===== src/rtl/asi_guard_pkg.sv =====
package asi_guard_pkg;

  typedef enum logic [2:0] {
    RGN_NONE   = 3'd0,
    RGN_UINST  = 3'd1,
    RGN_UDATA  = 3'd2,
    RGN_PERIPH = 3'd3,
    RGN_CTAG   = 3'd4,
    RGN_CDATA  = 3'd5,
    RGN_APP    = 3'd6
  } region_e;

  localparam int unsigned NUM_STROBES = 6;

endpackage


===== src/rtl/asi_mode_ctrl.sv =====
module asi_mode_ctrl (
  input  logic clk_i,
  input  logic rst_ni,
  input  logic trap_i,
  input  logic rett_i,
  output logic super_o,
  output logic saved_o
);

  logic super_q, saved_q;

  // trap entry has priority over return
  always_ff @(posedge clk_i or negedge rst_ni) begin
    if (!rst_ni) begin
      super_q <= 1'b1;
      saved_q <= 1'b0;
    end else if (trap_i) begin
      saved_q <= super_q;
      super_q <= 1'b1;
    end else if (rett_i) begin
      super_q <= saved_q;
    end
  end

  assign super_o = super_q;
  assign saved_o = saved_q;

endmodule


===== src/rtl/asi_space_decode.sv =====
module asi_space_decode
  import asi_guard_pkg::*;
#(
  parameter int unsigned ASI_W     = 8,
  parameter int unsigned UINST_ASI = 8'h08,
  parameter int unsigned UDATA_ASI = 8'h09,
  parameter int unsigned PERIPH_ASI = 8'h04,
  parameter int unsigned CTAG_ASI  = 8'h0C,
  parameter int unsigned CDATA_ASI = 8'h0D,
  parameter int unsigned APP_BASE  = 8'h20,
  parameter int unsigned APP_COUNT = 4
) (
  input  logic [ASI_W-1:0] asi_i,
  output logic             user_ok_o,
  output region_e          region_o
);

  localparam int unsigned APP_LAST = APP_BASE + APP_COUNT - 1;

  logic [APP_COUNT-1:0] app_hit;

  for (genvar g = 0; g < APP_COUNT; g++) begin : g_app
    assign app_hit[g] = (asi_i == ASI_W'(APP_BASE + g));
  end

  assign user_ok_o = (asi_i == ASI_W'(UINST_ASI)) || (asi_i == ASI_W'(UDATA_ASI));

  always_comb begin
    region_o = RGN_NONE;
    if      (asi_i == ASI_W'(UINST_ASI))  region_o = RGN_UINST;
    else if (asi_i == ASI_W'(UDATA_ASI))  region_o = RGN_UDATA;
    else if (asi_i == ASI_W'(PERIPH_ASI)) region_o = RGN_PERIPH;
    else if (asi_i == ASI_W'(CTAG_ASI))   region_o = RGN_CTAG;
    else if (asi_i == ASI_W'(CDATA_ASI))  region_o = RGN_CDATA;
    else if (|app_hit)                    region_o = RGN_APP;
  end

  if (APP_LAST >= (1 << ASI_W)) begin : g_bad_range
    initial $error("application range exceeds identifier space");
  end

endmodule


===== src/rtl/asi_resp_reg.sv =====
module asi_resp_reg
  import asi_guard_pkg::*;
#(
  parameter int unsigned ADDR_W = 26
) (
  input  logic              clk_i,
  input  logic              rst_ni,
  input  logic              req_i,
  input  logic              we_i,
  input  logic [ADDR_W-1:0] addr_i,
  input  logic              super_i,
  input  logic              user_ok_i,
  input  region_e           region_i,
  output logic              grant_o,
  output logic              viol_o,
  output logic [ADDR_W-1:0] addr_o,
  output logic              we_o,
  output logic [NUM_STROBES-1:0] strobe_o
);

  logic    allow;
  logic    grant_q, viol_q, we_q;
  logic [ADDR_W-1:0] addr_q;
  region_e region_q;

  assign allow = super_i | user_ok_i;

  always_ff @(posedge clk_i or negedge rst_ni) begin
    if (!rst_ni) begin
      grant_q  <= 1'b0;
      viol_q   <= 1'b0;
      region_q <= RGN_NONE;
      addr_q   <= '0;
      we_q     <= 1'b0;
    end else begin
      grant_q  <= req_i & allow;
      viol_q   <= req_i & ~allow;
      region_q <= (req_i & allow) ? region_i : RGN_NONE;
      if (req_i & allow) begin
        addr_q <= addr_i;
        we_q   <= we_i;
      end
    end
  end

  // strobe index k corresponds to region value k+1
  for (genvar k = 0; k < NUM_STROBES; k++) begin : g_strb
    assign strobe_o[k] = (region_q == region_e'(k + 1));
  end

  assign grant_o = grant_q;
  assign viol_o  = viol_q;
  assign addr_o  = addr_q;
  assign we_o    = we_q;

endmodule


===== src/rtl/asi_guard.sv =====
module asi_guard
  import asi_guard_pkg::*;
#(
  parameter int unsigned ADDR_W    = 26,
  parameter int unsigned ASI_W     = 8,
  parameter int unsigned UINST_ASI = 8'h08,
  parameter int unsigned UDATA_ASI = 8'h09,
  parameter int unsigned PERIPH_ASI = 8'h04,
  parameter int unsigned CTAG_ASI  = 8'h0C,
  parameter int unsigned CDATA_ASI = 8'h0D,
  parameter int unsigned APP_BASE  = 8'h20,
  parameter int unsigned APP_COUNT = 4
) (
  input  logic              clk_i,
  input  logic              rst_ni,
  input  logic              req_i,
  input  logic              we_i,
  input  logic [ADDR_W-1:0] addr_i,
  input  logic [ASI_W-1:0]  asi_i,
  input  logic              trap_i,
  input  logic              rett_i,
  output logic              grant_o,
  output logic              viol_o,
  output logic              super_o,
  output logic [ADDR_W-1:0] addr_o,
  output logic              we_o,
  output logic              sel_uinst_o,
  output logic              sel_udata_o,
  output logic              sel_periph_o,
  output logic              sel_ctag_o,
  output logic              sel_cdata_o,
  output logic              sel_app_o
);

  logic    super_mode, saved_mode, user_ok;
  region_e region;
  logic [NUM_STROBES-1:0] strobe;

  asi_mode_ctrl u_mode (
    .clk_i   (clk_i),
    .rst_ni  (rst_ni),
    .trap_i  (trap_i),
    .rett_i  (rett_i),
    .super_o (super_mode),
    .saved_o (saved_mode)
  );

  asi_space_decode #(
    .ASI_W      (ASI_W),
    .UINST_ASI  (UINST_ASI),
    .UDATA_ASI  (UDATA_ASI),
    .PERIPH_ASI (PERIPH_ASI),
    .CTAG_ASI   (CTAG_ASI),
    .CDATA_ASI  (CDATA_ASI),
    .APP_BASE   (APP_BASE),
    .APP_COUNT  (APP_COUNT)
  ) u_dec (
    .asi_i     (asi_i),
    .user_ok_o (user_ok),
    .region_o  (region)
  );

  asi_resp_reg #(.ADDR_W(ADDR_W)) u_resp (
    .clk_i     (clk_i),
    .rst_ni    (rst_ni),
    .req_i     (req_i),
    .we_i      (we_i),
    .addr_i    (addr_i),
    .super_i   (super_mode),
    .user_ok_i (user_ok),
    .region_i  (region),
    .grant_o   (grant_o),
    .viol_o    (viol_o),
    .addr_o    (addr_o),
    .we_o      (we_o),
    .strobe_o  (strobe)
  );

  assign super_o      = super_mode;
  assign sel_uinst_o  = strobe[0];
  assign sel_udata_o  = strobe[1];
  assign sel_periph_o = strobe[2];
  assign sel_ctag_o   = strobe[3];
  assign sel_cdata_o  = strobe[4];
  assign sel_app_o    = strobe[5];

endmodule


===== config.mk =====
export PLATFORM = sky130hd
export DESIGN_NAME = asi_guard
export DESIGN_NICKNAME = d
export VERILOG_FILES = /design/src/rtl/asi_guard_pkg.sv /design/src/rtl/asi_mode_ctrl.sv /design/src/rtl/asi_space_decode.sv /design/src/rtl/asi_resp_reg.sv /design/src/rtl/asi_guard.sv
export SDC_FILE = /design/constraint.sdc
export NUM_CORES = 1
export LEC_CHECK = 0
export CAP_MARGIN = 40
export CORE_MARGIN = 3
export CORE_UTILIZATION = 40
export DETAILED_ROUTE_END_ITERATION = 6
export PLACE_DENSITY = 0.8
export RECOVER_POWER = 100
export REMOVE_ABC_BUFFERS = 1
export SLEW_MARGIN = 20
export SYNTH_ARGS = -nofsm -noshare
export SYNTH_HDL_FRONTEND = slang
export SYNTH_SLANG_ARGS = --single-unit

===== constraint.sdc =====
create_clock -name clk_i -period 1.8 [get_ports clk_i]
set_input_delay 0.45 -clock clk_i [delete_from_list [all_inputs] [get_ports clk_i]]
set_output_delay 0.45 -clock clk_i [all_outputs]
set_load 0.01 [all_outputs]

==> results.yml <==
timing:
  setup_viol: 0
  max_slew_margin_pct: 46.3
  rsz0062_at_grt: "false"
  period_minus_slack_ns: 1.78
  fin_tns_setup_ns: 0
  maxSlewViolCount: 0
  finClkSkew_ns: 0.00991
  worst_pin_slew_ns: 0.806
  hold_viol: 0
  min_period_over_period_pct: 98.8
  fmax_ghz: 0.562
grt:
  track_usage_pct: 18.4
  grt_max_degree: 35
  grt_pass1_vias: 1278
  globalRouteMet1Util_pct: 18.8
  grt_pass1_wl_um: 6150
  grt-ovfl-total: 0
  grt.met3_usage_pct: 4.66
  antenna_found_initial: 0
  grt_util_met2_pct: 35.2
  gr-max-usage-layer: "met2"
pwr:
  ir_worst_vdd_uv: 808
  seqPwrFrac_pct: 43.3
  p_comb_share_pct: 24.1
  netSwitchingFraction_pct: 24.3
  p_switching_uw: 511
  power_leakage_nw: 1.12
  internal_power_mw: 1.59
  powerDensity_nw_per_um2: 845
  p_clk_share_pct: 32.6
worst_setup_path:
  critPathRequiredTime_ns: 1.96
  cp_slowest_cell: "nor4b_4"
  critical_path_class: "primary input to flip-flop"
  start_kind: "primary input"
  critical-path-max-stage-delay_ns: 0.31
  critPathMaxFanout: 7
  arrival_ns: 1.94
  crit_chain: "dlygate4sd2_1 -> nor4b_4 -> a22o_1 -> buf_6 -> bufbuf_16 -> mux2_4"
  timing.rr.start: "u_mode.super_o"
  r2r_slack_ns: 0.09
  endpoint_kind: "flip-flop"
  rr_endpoint: "u_resp.addr_o[18]"
  rr_worst_depth: 4
place:
  dp_hpwl_um: 2710
  io_buffers: 75
  gp_congestion: 0.752
  placed_cell_area_um2: 2350
layout:
  diodes: 0
  nNetsFinal: 227
  nFillCells: 237
  drive_above_1_share_pct: 16.0
  final_util_pct: 71.2
  stdcell_area_um2: 2490
  synthToLayoutAreaGrowth_pct: 64.3
logic_synthesis:
  synth_top_family_by_area: "multiplexers"
  synth_edf_count: 0
  synth_largest_area_cell: "dfrtp_1"
  synth-xor-area-share_pct: 0
  synthSimpleGateAreaFrac_pct: 11.1
  synth-main-ff-cell: "dfrtp_1"
  yosys_register_bits: 34
  synth-seq-area-share_pct: 56.2
  synthCells: 95
  synth_compound_area_share_pct: 3.80
  synth-adder-area-share_pct: 0
  syn-cell-area_um2: 1520
  ys_types: 26
  postSynth.asyncResetShare_pct: 100
  synth_area_leaders: "dfrtp_1, mux2_4, mux2_1"
  synth_mux_area_share_pct: 25.5
  yosysMostFrequentCell: "dfrtp_1"
  yosysWarnings: 0
  synth.avg_cell_area_um2: 15.9
  synth_top_area_share_pct: 54.5
  synthTopCellsByCount: "dfrtp_1, mux2_4, mux2_1"
clock_network:
  cts_hold_buf: 0
  cts_tree: "done"
  numCtsBuffers: 5
  root_buffer: "clkbuf_8"
  clockBufferDepth: 2
  htreeDepth: 2
  clock_sinks: 34
  clk_latency_ns: 0.28
  cts.reportedPaths.clkPinSlew_ns: 0.08
floorplanning:
  fp.dieH_um: 67.5
  io_pins: 76
  die-area_um2: 4560
  start_util_pct: 43.4
  die_w_um: 67.5
  rows: 21
  core_area_um2: 3490
route:
  firstDrtPassIters: 4
  drtIter0Drc: 26
  viasPerCell: 4.84
  drc: 0
  wl_um: 3850
  via_count: 1132
  drtAntennaViolNets: 0
  wl_per_cell_um: 16.5
job:
  maxCapViolCount: 0
worst_hold_path:
  holdPathEnd: "u_resp.addr_o[24]"
  hp-class: "flip-flop to flip-flop"
  min_path_cells: 1
  hp-start: "u_resp.addr_o[24]"
outcome:
  status: "completed"
==> layer usage <==
metal  up-vias  wire (um)
li1        529          -
met4         0         95
met5         -          0
met1       550       1320
met3         8        232
met2        45       2210
==> cells by family (layout without fill, tap and decap cells) <==
kind of cell / after synthesis / in the layout
and+or+nand+nor: 21 / 21
muxes: 28 / 28
buffers and inverters: 3 / 96
DFF: 34 / 34
AOI/OAI and AO/OA: 9 / 9
==> power by group through the flow <==
stage,Combinational (mW),Sequential (mW),Clock (mW)
floorplan,0.165,0.969,0
global placement,0.544,0.925,0
detailed placement,0.557,0.930,0
CTS,0.591,0.918,0.697
global route,0.545,0.923,0.750
finish,0.507,0.911,0.686
==> registers in the layout (all words and copies together) (netlist names) <==
signal and cells:
u_mode.saved_o 1, u_mode.super_o 1, u_resp.region_q 3, u_resp.grant_o 1, u_resp.viol_o 1, u_resp.addr_o 26
u_resp.we_o 1
==> placed cells by master (no fill, tap or decap), types with 2 or more instances in the layout <==
cell             instances
mux2_4                   7
clkbuf_8                 5
nand2_1                  2
and3b_1                  4
a21oi_1                  3
dlygate4sd2_1           14
clkinvlp_4               2
bufbuf_16                2
nand2b_1                 2
clkdlybuf4s50_1         27
o21ai_0                  2
nor4b_4                  2
mux2_1                  20
nor3b_1                  4
dfrtp_1                 33
buf_4                    7
dlygate4sd3_1           33
==> how the worst max path moves through the flow <==
stage / startpoint / to / slack (ns) / depth (start not counted)
floorplan: asi_i[4] / u_resp.addr_o[0] / -0.51 / 3
global placement: asi_i[4] / u_resp.addr_o[5] / -0.38 / 5
detailed placement: asi_i[4] / u_resp.addr_o[2] / -0.48 / 5
CTS: asi_i[5] / u_resp.addr_o[25] / 0.02 / 6
global route: asi_i[6] / u_resp.addr_o[9] / 0.006 / 6
finish: asi_i[6] / u_resp.addr_o[18] / 0.02 / 6
==> cell type report <==
cell class | count | area, um^2 | share of cell area (%)
flip-flops and latches | 34 | 852 | 34.2
well taps | 46 | 57.6 | 2.31
repair buffers | 88 | 891 | 35.8
clock buffers | 5 | 68.8 | 2.76
clock inverters | 3 | 45.0 | 1.81
multi-input cells | 58 | 576 | 23.1
==> per-stage QoR <==
| stage | instances | hold slack, ns | worst slack [ns] | total power [mW] |
|---|---|---|---|---|
| detailed placement | 220 | 0.475 | -0.484 | 1.49 |
| finish | 234 | 0.485 | 0.0220 | 2.11 |
| global placement | 220 | 0.466 | -0.384 | 1.47 |
| global route | 234 | 0.509 | 0.00580 | 2.22 |
| floorplan | 92 | 0.154 | -0.507 | 1.13 |
| CTS | 233 | 0.491 | 0.0174 | 2.21 |
==> critical path, delay by kind of cell <==
family | cells | cell delay, ns
buffers and inverters | 3 | 0.65
AND/OR/NAND/NOR | 1 | 0.31
multiplexers | 1 | 0.31
AO/OA/AOI/OAI | 1 | 0.22
==> timing repair <==
| item | 4_1_cts | 5_1_grt |
|---|---|---|
| setup endpoints to repair | 34 | 7 |
| resized for setup | 17 | 2 |
| pin swaps | 3 | 2 |
| buffers inserted | 3 | 1 |
| gates cloned | 2 | 0 |
Power figures use the tool's default switching activity.
